<file path="config.mk">
export PLATFORM = sky130hd
export DESIGN_NAME = lsu_axil_port
export DESIGN_NICKNAME = d
export VERILOG_FILES = /design/src/rtl/lsu_pkg.sv /design/src/rtl/lsu_store_lanes.sv /design/src/rtl/lsu_load_lanes.sv /design/src/rtl/lsu_txn_ctrl.sv /design/src/rtl/lsu_axil_port.sv
export SDC_FILE = /design/constraint.sdc
export NUM_CORES = 1
export LEC_CHECK = 0
export ABC_AREA = 1
export CAP_MARGIN = 25
export CORE_MARGIN = 2
export CORE_UTILIZATION = 34
export CTS_CLUSTER_SIZE = 30
export DETAILED_ROUTE_END_ITERATION = 12
export GPL_ROUTABILITY_DRIVEN = 1
export PLACE_DENSITY = 0.63
export SLEW_MARGIN = 20
export SYNTH_ARGS = -nofsm -noshare
export SYNTH_HDL_FRONTEND = slang
export SYNTH_HIERARCHICAL = 1
export SYNTH_SLANG_ARGS = --single-unit
</file>
<file path="constraint.sdc">
create_clock -name clk -period 2.46 [get_ports clk]
set_input_delay 0.369 -clock clk [delete_from_list [all_inputs] [get_ports clk]]
set_output_delay 0.369 -clock clk [all_outputs]
set_load 0.01 [all_outputs]
</file>
<file path="src/rtl/lsu_pkg.sv">
// Shared types for the load-store AXI4-Lite port.
// Assumes a 32-bit data path; width codes follow the AXI size encoding.
package lsu_pkg;
    typedef enum logic [1:0] {
        SZ_BYTE = 2'd0,
        SZ_HALF = 2'd1,
        SZ_WORD = 2'd2
    } acc_size_e;

    typedef enum logic [1:0] {
        ST_IDLE  = 2'd0,
        ST_STORE = 2'd1,
        ST_LOAD  = 2'd2
    } txn_state_e;
endpackage

</file>
<file path="src/rtl/lsu_store_lanes.sv">
// Store lane placement: aligns the byte offset to the access width, builds
// the byte strobes and copies narrow data onto every lane.
// Assumes DATA_W is 32 (four lanes); purely combinational.
module lsu_store_lanes
    import lsu_pkg::*;
#(
    parameter int DATA_W = 32
) (
    input  logic [$clog2(DATA_W/8)-1:0] addr_lo,
    input  acc_size_e                   size,
    input  logic [DATA_W-1:0]           data,
    output logic [$clog2(DATA_W/8)-1:0] off,
    output logic [DATA_W/8-1:0]         strb,
    output logic [DATA_W-1:0]           lane_data
);
    localparam int NB    = DATA_W / 8;
    localparam int OFF_W = $clog2(NB);

    // Clear the offset bits below the access width.
    always_comb begin
        case (size)
            SZ_BYTE: off = addr_lo;
            SZ_HALF: off = {addr_lo[OFF_W-1:1], 1'b0};
            default: off = '0;
        endcase
    end

    // Strobe pattern of the access width shifted to the aligned offset.
    always_comb begin
        case (size)
            SZ_BYTE: strb = {{(NB-1){1'b0}}, 1'b1} << off;
            SZ_HALF: strb = {{(NB-2){1'b0}}, 2'b11} << off;
            default: strb = '1;
        endcase
    end

    // Per-lane data: narrow accesses are replicated across the word.
    for (genvar i = 0; i < NB; i++) begin : g_lane
        always_comb begin
            case (size)
                SZ_BYTE: lane_data[8*i +: 8] = data[7:0];
                SZ_HALF: lane_data[8*i +: 8] = data[8*(i % 2) +: 8];
                default: lane_data[8*i +: 8] = data[8*i +: 8];
            endcase
        end
    end
endmodule

</file>
<file path="src/rtl/lsu_load_lanes.sv">
// Load extraction: shifts the selected lane down and zero- or sign-extends
// it to the full width. Assumes the offset is already aligned.
module lsu_load_lanes
    import lsu_pkg::*;
#(
    parameter int DATA_W = 32
) (
    input  logic [DATA_W-1:0]           rdata,
    input  logic [$clog2(DATA_W/8)-1:0] off,
    input  acc_size_e                   size,
    input  logic                        is_unsigned,
    output logic [DATA_W-1:0]           value
);
    logic [DATA_W-1:0] shifted;

    // Move the addressed lane to bit 0.
    always_comb shifted = rdata >> {off, 3'b000};

    // Extend the narrow result according to the unsigned flag.
    always_comb begin
        case (size)
            SZ_BYTE: value = is_unsigned ? {{(DATA_W-8){1'b0}}, shifted[7:0]}
                                         : {{(DATA_W-8){shifted[7]}}, shifted[7:0]};
            SZ_HALF: value = is_unsigned ? {{(DATA_W-16){1'b0}}, shifted[15:0]}
                                         : {{(DATA_W-16){shifted[15]}}, shifted[15:0]};
            default: value = rdata;
        endcase
    end
endmodule

</file>
<file path="src/rtl/lsu_txn_ctrl.sv">
// Transaction sequencer: accepts one core request, runs the write or read
// channels to completion and returns a done pulse with data and fault.
// Assumes subordinates follow AXI rules (no B/R before the address phase).
module lsu_txn_ctrl
    import lsu_pkg::*;
#(
    parameter int ADDR_W = 32,
    parameter int DATA_W = 32
) (
    input  logic                        clk,
    input  logic                        rst_n,
    input  logic                        req_valid,
    output logic                        req_ready,
    input  logic                        req_store,
    input  logic [ADDR_W-1:0]           req_addr_al,
    input  acc_size_e                   req_size,
    input  logic                        req_unsigned,
    input  logic [$clog2(DATA_W/8)-1:0] req_off,
    input  logic [DATA_W-1:0]           req_lanes,
    input  logic [DATA_W/8-1:0]         req_strb,
    input  logic [DATA_W-1:0]           ld_value,
    output acc_size_e                   cur_size,
    output logic [$clog2(DATA_W/8)-1:0] cur_off,
    output logic                        cur_unsigned,
    output logic [ADDR_W-1:0]           cur_addr,
    output logic [DATA_W-1:0]           cur_lanes,
    output logic [DATA_W/8-1:0]         cur_strb,
    output logic                        awvalid,
    input  logic                        awready,
    output logic                        wvalid,
    input  logic                        wready,
    input  logic [1:0]                  bresp,
    input  logic                        bvalid,
    output logic                        arvalid,
    input  logic                        arready,
    input  logic [1:0]                  rresp,
    input  logic                        rvalid,
    output logic                        done,
    output logic [DATA_W-1:0]           done_rdata,
    output logic                        done_fault
);
    localparam int NB = DATA_W / 8;

    txn_state_e state;
    logic       aw_pend, w_pend, ar_pend;

    // Ready only while no transaction is in flight.
    always_comb req_ready = (state == ST_IDLE);

    always_comb begin
        awvalid = aw_pend;
        wvalid  = w_pend;
        arvalid = ar_pend;
    end

    // Sequence accept, channel handshakes and response capture.
    always_ff @(posedge clk) begin
        if (!rst_n) begin
            state        <= ST_IDLE;
            aw_pend      <= 1'b0;
            w_pend       <= 1'b0;
            ar_pend      <= 1'b0;
            done         <= 1'b0;
            done_rdata   <= '0;
            done_fault   <= 1'b0;
            cur_size     <= SZ_BYTE;
            cur_off      <= '0;
            cur_unsigned <= 1'b0;
            cur_addr     <= '0;
            cur_lanes    <= '0;
            cur_strb     <= '0;
        end else begin
            done <= 1'b0;
            case (state)
                ST_IDLE: begin
                    if (req_valid) begin
                        cur_size     <= req_size;
                        cur_off      <= req_off;
                        cur_unsigned <= req_unsigned;
                        cur_addr     <= req_addr_al;
                        cur_lanes    <= req_lanes;
                        cur_strb     <= req_strb;
                        aw_pend      <= req_store;
                        w_pend       <= req_store;
                        ar_pend      <= !req_store;
                        state        <= req_store ? ST_STORE : ST_LOAD;
                    end
                end
                ST_STORE: begin
                    if (aw_pend && awready) aw_pend <= 1'b0;
                    if (w_pend && wready)   w_pend  <= 1'b0;
                    if (!aw_pend && !w_pend && bvalid) begin
                        done       <= 1'b1;
                        done_rdata <= '0;
                        done_fault <= |bresp;
                        state      <= ST_IDLE;
                    end
                end
                ST_LOAD: begin
                    if (ar_pend && arready) ar_pend <= 1'b0;
                    if (!ar_pend && rvalid) begin
                        done       <= 1'b1;
                        done_rdata <= ld_value;
                        done_fault <= |rresp;
                        state      <= ST_IDLE;
                    end
                end
                default: state <= ST_IDLE;
            endcase
        end
    end


    aw_hold_chk: assert property (@(posedge clk) disable iff (!rst_n)
        awvalid && !awready |=> awvalid && $stable(cur_addr));

    w_hold_chk: assert property (@(posedge clk) disable iff (!rst_n)
        wvalid && !wready |=> wvalid && $stable(cur_strb));

    ar_hold_chk: assert property (@(posedge clk) disable iff (!rst_n)
        arvalid && !arready |=> arvalid);

    busy_ready_chk: assert property (@(posedge clk) disable iff (!rst_n)
        (awvalid || wvalid || arvalid) |-> !req_ready);

    one_dir_chk: assert property (@(posedge clk) disable iff (!rst_n)
        !(arvalid && (awvalid || wvalid)));

    done_pulse_chk: assert property (@(posedge clk) disable iff (!rst_n)
        done |=> !done);

    strb_width_chk: assert property (@(posedge clk) disable iff (!rst_n)
        wvalid |-> ($countones(cur_strb) == 1 || $countones(cur_strb) == 2
                    || $countones(cur_strb) == NB));
endmodule

</file>
<file path="src/rtl/lsu_axil_port.sv">
// Top of the load-store AXI4-Lite manager port. Wires the store lane
// builder on the request side, the load extractor on the response side and
// the single-transaction sequencer. Assumes requests carry legal width codes.
module lsu_axil_port
    import lsu_pkg::*;
#(
    parameter int ADDR_W = 32,
    parameter int DATA_W = 32
) (
    input  logic              clk,
    input  logic              rst_n,
    input  logic              req_valid,
    output logic              req_ready,
    input  logic              req_store,
    input  logic [ADDR_W-1:0] req_addr,
    input  logic [1:0]        req_size,
    input  logic [DATA_W-1:0] req_wdata,
    input  logic              req_unsigned,
    output logic              done,
    output logic [DATA_W-1:0] done_rdata,
    output logic              done_fault,
    output logic [ADDR_W-1:0] awaddr,
    output logic [2:0]        awprot,
    output logic [2:0]        awsize,
    output logic              awvalid,
    input  logic              awready,
    output logic [DATA_W-1:0] wdata,
    output logic [DATA_W/8-1:0] wstrb,
    output logic              wvalid,
    input  logic              wready,
    input  logic [1:0]        bresp,
    input  logic              bvalid,
    output logic              bready,
    output logic [ADDR_W-1:0] araddr,
    output logic [2:0]        arprot,
    output logic [2:0]        arsize,
    output logic              arvalid,
    input  logic              arready,
    input  logic [DATA_W-1:0] rdata,
    input  logic [1:0]        rresp,
    input  logic              rvalid,
    output logic              rready
);
    localparam int NB    = DATA_W / 8;
    localparam int OFF_W = $clog2(NB);

    acc_size_e         rq_size, cur_size;
    logic [OFF_W-1:0]  rq_off, cur_off;
    logic [NB-1:0]     rq_strb;
    logic [DATA_W-1:0] rq_lanes, ld_value;
    logic [ADDR_W-1:0] rq_addr_al, cur_addr;
    logic              cur_unsigned;

    // Size code and aligned address for the incoming request.
    always_comb begin
        rq_size    = acc_size_e'(req_size);
        rq_addr_al = {req_addr[ADDR_W-1:OFF_W], rq_off};
    end

    lsu_store_lanes #(.DATA_W(DATA_W)) u_store (
        .addr_lo   (req_addr[OFF_W-1:0]),
        .size      (rq_size),
        .data      (req_wdata),
        .off       (rq_off),
        .strb      (rq_strb),
        .lane_data (rq_lanes)
    );

    lsu_load_lanes #(.DATA_W(DATA_W)) u_load (
        .rdata       (rdata),
        .off         (cur_off),
        .size        (cur_size),
        .is_unsigned (cur_unsigned),
        .value       (ld_value)
    );

    lsu_txn_ctrl #(.ADDR_W(ADDR_W), .DATA_W(DATA_W)) u_ctrl (
        .clk          (clk),
        .rst_n        (rst_n),
        .req_valid    (req_valid),
        .req_ready    (req_ready),
        .req_store    (req_store),
        .req_addr_al  (rq_addr_al),
        .req_size     (rq_size),
        .req_unsigned (req_unsigned),
        .req_off      (rq_off),
        .req_lanes    (rq_lanes),
        .req_strb     (rq_strb),
        .ld_value     (ld_value),
        .cur_size     (cur_size),
        .cur_off      (cur_off),
        .cur_unsigned (cur_unsigned),
        .cur_addr     (cur_addr),
        .cur_lanes    (wdata),
        .cur_strb     (wstrb),
        .awvalid      (awvalid),
        .awready      (awready),
        .wvalid       (wvalid),
        .wready       (wready),
        .bresp        (bresp),
        .bvalid       (bvalid),
        .arvalid      (arvalid),
        .arready      (arready),
        .rresp        (rresp),
        .rvalid       (rvalid),
        .done         (done),
        .done_rdata   (done_rdata),
        .done_fault   (done_fault)
    );

    // Fixed channel fields and shared address/size outputs.
    always_comb begin
        awaddr = cur_addr;
        araddr = cur_addr;
        awsize = {1'b0, cur_size};
        arsize = {1'b0, cur_size};
        awprot = 3'b000;
        arprot = 3'b000;
        bready = 1'b1;
        rready = 1'b1;
    end
endmodule

</file>
Word-level counts from Yosys, hierarchy flattened
Cells that the tools add are included.

Register bits: 112. Input bits: 112. Output and inout port bits: 152. Logic and storage cells: 81.

Equality and inequality tests: 10. Shift-type cells: 3. Muxes and demuxes: 30. Reductions and logical operators: 25.

Operators with widths (number): $mux W32 (4); $pmux W32 S2 (2); $shr A32 B5 Y16 (1); $mux W8 (2); $pmux W8 S2 (1); $reduce_and A3 Y1 (5); $ne A2 B1 Y1 const B (5); $pmux W1 S2 (5); $mux W1 (9); $mux W2 (4); $pmux W4 S2 (1); $eq A2 B1 Y1 const B (3); $logic_and A1 B1 Y1 (6); $logic_not A2 Y1 (3); $pmux W2 S3 (1); $reduce_bool A2 Y1 (3); $reduce_or A2 Y1 (3); $logic_not A1 Y1 (4); $pmux W2 S2 (1); $shl A1 B2 Y4 const A (1); $shl A2 B2 Y4 const A (1); $eq A2 B2 Y1 const B (1); $ne A2 B2 Y1 const B (1); $reduce_and A2 Y1 (1).

Longest topological paths before layout
Gate-level depths: netlist of the first run.

Word-level depth: 5. Depth in mapped cells: 12.

By module
The synthesis of the first run kept the hierarchy.

Modules (own cells, without submodules): lsu_txn_ctrl (instances 1, cells each 604, area each 4420.5 um^2, sequential area each 2242.2 um^2); lsu_load_lanes (instances 1, cells each 174, area each 843.3 um^2, sequential area each 0.0 um^2); lsu_store_lanes (instances 1, cells each 98, area each 511.7 um^2, sequential area each 0.0 um^2); lsu_axil_port (instances 1, cells each 46, area each 337.8 um^2, sequential area each 0.0 um^2).

Worst setup path after synthesis of the first run
Ideal clock, no wire load.

Path type: flip-flop to flip-flop. Start: reg u_ctrl.state[0]. End: reg u_ctrl.cur_lanes[0]. Setup time: 0.116 ns. Arrival: 1.293 ns. Path slack: 1.051 ns. Stages on the path, launching flop included: 8. Buffers on the path: 2. Cell sequence: dfxtp_1 > inv_1 > ha_1 > nand2_1 > buf_4 > clkbuf_1 > o21ai_0 > nor2_1.

Longest elaborated chain between the ends: 2.

RTL lines: start: declaration (RTL line lsu_txn_ctrl.sv:44) `txn_state_e state;`; start signal: assignment (RTL line lsu_txn_ctrl.sv:86) `state <= req_store ? ST_STORE : ST_LOAD;`; $logic_not A2 Y1; net req_ready (RTL line lsu_axil_port.sv:13) `output logic req_ready,`; $reduce_and A2 Y1 (no line); end signal: assignment (RTL line lsu_txn_ctrl.sv:81) `cur_lanes <= req_lanes;`; end: declaration (RTL line lsu_txn_ctrl.sv:26) `output logic [DATA_W-1:0] cur_lanes,`.

The timed path passes the listed nets, and every way through them passes these cells. A chain may end at the register's enable or synchronous reset.

Worst setup path after layout of the first run
Start: reg u_ctrl.state[0]. End: out req_ready.

Longest elaborated chain between the ends: 1.

RTL lines: $logic_not A2 Y1 (RTL line lsu_txn_ctrl.sv:48) `always_comb req_ready = (state == ST_IDLE);`; end: declaration (RTL line lsu_axil_port.sv:13).

Every way passes these cells.

==> results of run 1 <==
[report_power, final]
part | switching (mW) | internal [mW]
registers | 0.429 | 2.38
logic | 2.59 | 2.28
clock network | 0.763 | 0.719
[through the flow]
| stage | worst slack (ps) | utilization |
|---|---|---|
| 6_report | 438.8 | 0.4861 |
| 2_1_floorplan | 1051 | - |
| 3_5_place_dp | 505.1 | 0.4693 |
| 4_1_cts | 424.2 | 0.4860 |
| 3_3_place_gp | 506.9 | 0.4693 |
| 5_1_grt | 349.6 | 0.4861 |
[per-layer routing]
metal,vias up,global-route usage
li1,3210,-
met4,0,0.06230
met2,212,0.3301
met3,17,0.05992
met5,-,0
met1,2839,0.2529
[kinds of logic after synthesis]
kind of cell	after synthesis	share of synthesized area
adder cells (fa/ha/maj)	4	0.008187
buffers and inverters	138	0.1414
AO/OA/AOI/OAI	121	0.1007
AND/OR/NAND/NOR	545	0.3817
other	2	0.001228
flip-flops	112	0.3668
[state kept, by name, summed over array words and instances, names as in the netlist, 2 cells and up]
register,count
u_ctrl/done_rdata,32
u_ctrl/cur_addr,32
u_ctrl/cur_lanes,32
u_ctrl/state,2
u_ctrl/cur_off,2
u_ctrl/cur_size,2
u_ctrl/cur_strb,4
[synthesized netlist by cell type, drive strengths merged]
master    n  area (um^2)
clkbuf   18        68.81
conb      2        7.510
nand4     3        18.77
buf      93        686.9
ha        4        50.05
inv      27        108.9
a21oi     6        33.78
o21ai   112        560.5
nor3      1        5.000
nor2    251         1046
o22ai     1        6.260
nand2   204        805.8
o211ai    2        15.01
dfxtp   112         2242
nand3    84        445.4
or2       2        12.51
[worst max-delay path, cell delays in order, from the launching register on]
cell and delay [ps]:
dfxtp_1 330, inv_1 100, ha_1 270, clkdlybuf4s50_1 590
[layout by cell type (no fill, tap or decap), types with 4 or more instances in the layout]
cell	count
nor2_1	228
nand2_2	14
a21oi_1	5
clkdlybuf4s50_1	252
nor2_2	19
dfxtp_1	112
inv_2	4
clkbuf_16	9
conb_1	10
inv_1	21
nand3_1	82
ha_1	4
buf_4	14
nand2_1	189
o21ai_0	109
[layout make-up]
type,instances,area [um^2]
multi-input combinational,680,3039
clock inverter,7,71.32
fill,1887,9136
inverter,27,108.9
sequential,112,2242
timing repair buffer,268,2668
tap,229,286.5
antenna,1,2.502
clock buffer,9,225.2
[worst min path at each step]
stage / from / to / slack (ps) / depth (start not counted)
6_report: u_ctrl/cur_lanes[3]$_SDFFE_PN0P_ / u_ctrl/cur_lanes[3]$_SDFFE_PN0P_ / 480 / 2
5_1_grt: u_ctrl/done_rdata[14]$_SDFFE_PN0P_ / u_ctrl/done_rdata[14]$_SDFFE_PN0P_ / 510 / 2
3_5_place_dp: u_ctrl/cur_lanes[3]$_SDFFE_PN0P_ / u_ctrl/cur_lanes[3]$_SDFFE_PN0P_ / 470 / 2
3_3_place_gp: u_ctrl/cur_lanes[3]$_SDFFE_PN0P_ / u_ctrl/cur_lanes[3]$_SDFFE_PN0P_ / 460 / 2
2_1_floorplan: u_ctrl/cur_unsigned$_SDFFE_PN0P_ / u_ctrl/cur_unsigned$_SDFFE_PN0P_ / 460 / 2
4_1_cts: rst_n / u_ctrl/awvalid$_SDFFE_PN0P_ / 470 / 3
==> impl_metrics.toml, run 1 <==
[run_status]
status = "complete, no violations"

[global_routing]
grt_start_max_net_pins = 74
grt_pass1_vias = 5957
grt_use_total = 0.2003
antenna_found_initial = 1
grt_pass1_wl_mm = 31.24
overflow = 0

[drt]
wl_per_cell_um = 14.36
met1_length_mm = 8.237
final_antenna_net_count = 0
top_layer = "met4"
drt_pass1_iterations = 5
met2_length_mm = 8.952
vias = 6278
drt-total-wl_mm = 19.14
wl_met3_mm = 1.682
drc_errors = 0
drtIter0Drc = 403
via_per_inst = 4.710

[sta]
period_needed_ps = 2021
finalSetupTns_ps = 0
tightest_slew_ps = 533.3
fin_skew_ps = 8.983
hold_violations = 0
drv_slew = 0
relSlewSlack = 0.6421
finalSetupViolations = 0
grt_setup_unrepaired = "no"
hold_slack_ps = 481.1
timing.fmax_mhz = 494.8
post-route-period-util = 0.8216

[yosys]
ys_types = 32
ys_seq_elements = 112
syn-instance-count = 922
ys_warn_count = 6
ys_seq_area_frac = 0.3668
synth_area_mm2 = 0.006113
avgSynthCellArea_um2 = 6.631

[cts]
clockBufferDepth = 2
post_cts_buffers = 0
cts_tree = "done"
cts_max_level = 3
root_buffer = "clkbuf_16"
cts_buffers = 9
clk_latency_ps = 360
cts.sinks = 112
cts_hold_buffers = 0
cts_resized = 0
clkSlewWorstSetupHoldPaths_ps = 80

[power_and_ir_drop]
ir_worst_vdd_mv = 0.4627
power_mw = 9.165
power-per-cell-area_mw_per_mm2 = 1060
leakage_nw = 3.582

[setup_path]
r2r-end = "u_ctrl/done_rdata[18]$_SDFFE_PN0P_"
crit_required_ps = 2090
cp_max_fo = 5
crit_arrival_ps = 1650
start_kind = "register"
endpoint_kind = "output port"
cp-endpoint = "req_ready"
worstSetupPathType = "reg -> out"
ff2ff_path_depth = 10
rrSetupSlack_ps = 600
r2r-start = "u_ctrl/cur_off[1]$_SDFFE_PN0P_"
setup.worst_path.start = "u_ctrl/state[0]$_SDFFE_PN0P_"

[die]
rows = 49
start_util = 0.3438
top_level_ports = 264
dieArea_mm2 = 0.01907
die_h_um = 138.1
fp.coreArea_mm2 = 0.01778
die_w_um = 138.1

[placed_design]
globalplace.congestion = 0.8304
dpl.hpwl_mm = 13.87
port_buffers = 253
placed_cell_area_mm2 = 0.008344
dp.cells = 1316

[layout]
area_delta_synth_final_pct = 41.38
drive_gt1_frac = 0.07344
layout.cells.non_filler = 1333
nets = 1214
stdcell_area_mm2 = 0.008643

[run]
drv_cap = 0

[hold_path]
hp-class = "reg -> reg"
Power figures use the tool's default switching activity.
==> inputs of run 2 (changes only) <==
==> constraint.sdc (replaced) <==
create_clock -name clk -period 1.9 [get_ports clk]
set_input_delay 0.285 -clock clk [delete_from_list [all_inputs] [get_ports clk]]
set_output_delay 0.285 -clock clk [all_outputs]
set_load 0.01 [all_outputs]
==> impl_metrics.toml, run 2 (synthesis gave the netlist of run 1 again) <==
[cts]
post_cts_buffers = 0
root_buffer = "clkbuf_16"
cts.sinks = 112
cts_buffers = 9
cts_tree = "done"
clockBufferDepth = 2
cts_resized = 3
clk_latency_ps = 350
cts_hold_buffers = 0
clkSlewWorstSetupHoldPaths_ps = 80
cts_max_level = 3

[power_and_ir_drop]
power_mw = 11.96
seqPwrFrac = 0.303
intPower_mw = 7.092
leakage_nw = 3.628
power-per-cell-area_mw_per_mm2 = 1369
p_clk_frac = 0.156
p_comb_frac = 0.541
ir_worst_vdd_mv = 0.6330
p_sw_mw = 4.869
swShare = 0.4071

[layout]
utilization = 0.4915
drive_gt1_frac = 0.07859
layout.cells.non_filler = 1336
area_delta_synth_final_pct = 42.94
reg_top3 = "u_ctrl/cur_addr: 32 flops, u_ctrl/cur_lanes: 32 flops, u_ctrl/done_rdata: 32 flops"
fillers = 1847
final_cell_mix = "clkdlybuf4s50_1 (251), nor2_1 (228), nand2_1 (189), dfxtp_1 (111), o21ai_0 (109)"
layout_commonest_cell = "clkdlybuf4s50_1"
diodes = 0
stdcell_area_mm2 = 0.008738
nets = 1218

[global_routing]
antenna_found_initial = 0
grt_pass1_vias = 5889
grt_pass1_wl_mm = 30.44
grt_start_max_net_pins = 42
grt_use_total = 0.1958
overflow = 0

[placed_design]
globalplace.congestion = 0.8245
port_buffers = 253
dp.cells = 1320
placed_cell_area_mm2 = 0.008449
dpl.hpwl_mm = 13.85
pre_cts_ws_ps = 84.49

[setup_path]
endpoint_kind = "output port"
crit_required_ps = 1620
critical_path_buf_inv_count = 2
cp_top_family = "buffers and inverters"
start_kind = "register"
worstSetupPathType = "reg -> out"
cpPeakStageDelay_ps = 540
crit_chain = "buf_4 > clkdlybuf4s50_1"
slowest_stage = "clkdlybuf4s50_1"
rrSetupSlack_ps = 270
cp_max_fo = 7
crit_arrival_ps = 1490

[sta]
setup_ws_ps = 129.6
drv_slew = 0
tightest_slew_ps = 570.2
period_needed_ps = 1770
timing.fmax_mhz = 564.8
hold_slack_ps = 350.6
fin_skew_ps = 7.524
grt_setup_unrepaired = "no"
hold_violations = 0
finalSetupViolations = 0
relSlewSlack = 0.6195
finalSetupTns_ps = 0
post-route-period-util = 0.9318

[drt]
via_per_inst = 4.721
drt-total-wl_mm = 18.95
drc_errors = 0
wl_per_cell_um = 14.18
vias = 6307
final_antenna_net_count = 0
drt_pass1_iterations = 4
drtIter0Drc = 383

[die]
dieArea_mm2 = 0.01907
die_w_um = 138.1
rows = 49
start_util = 0.3438
fp.coreArea_mm2 = 0.01778
die_h_um = 138.1
top_level_ports = 264

[run_status]
status = "complete, no violations"

[run]
drv_cap = 0

[hold_path]
hp-class = "in -> reg"
==> run 2: power by group through the flow <==
stage	Sequential (mW)	Combinational (mW)	Clock, mW
CTS	3.64	6.55	1.93
floorplan	3.87	3.79	0
global placement	3.67	6.48	0
finish	3.62	6.47	1.87
detailed placement	3.68	6.51	0
global route	3.73	7.19	2.03
==> run 2: tightest hold or removal path, stage by stage <==
cell and delay (ps):
buf_4 230, nand2_1 110, nor2_1 30
==> run 2: path summary, 6_finish.rpt <==
| kind | start | end | cells past startpoint |
|---|---|---|---|
| setup / recovery | u_ctrl/cur_size[1]$_SDFFE_PN0P_ | awsize[1] | 2 |
| hold / removal | rst_n | u_ctrl/wvalid$_SDFFE_PN0P_ | 3 |
| setup reg to reg | u_ctrl/cur_off[0]$_SDFFE_PN0P_ | u_ctrl/done_rdata[3]$_SDFFE_PN0P_ | 9 |
| hold reg to reg | u_ctrl/cur_lanes[20]$_SDFFE_PN0P_ | u_ctrl/cur_lanes[20]$_SDFFE_PN0P_ | 2 |
==> run 2: routing by layer <==
layer	share of wire	global-route usage
met5	0	0
met4	0.017	0.06660
met3	0.083	0.05888
met2	0.47	0.3291
met1	0.43	0.2395
==> run 2: area by class of cell <==
class	count	area (um^2)	share of cell area
well taps	229	286.5	0.03279
clock inverters	7	61.31	0.007016
multi-input cells	680	3042	0.3481
clock buffers	9	225.2	0.02577
flip-flops and latches	112	2243	0.2567
repair buffers	272	2771	0.3172
inverters	27	108.9	0.01246
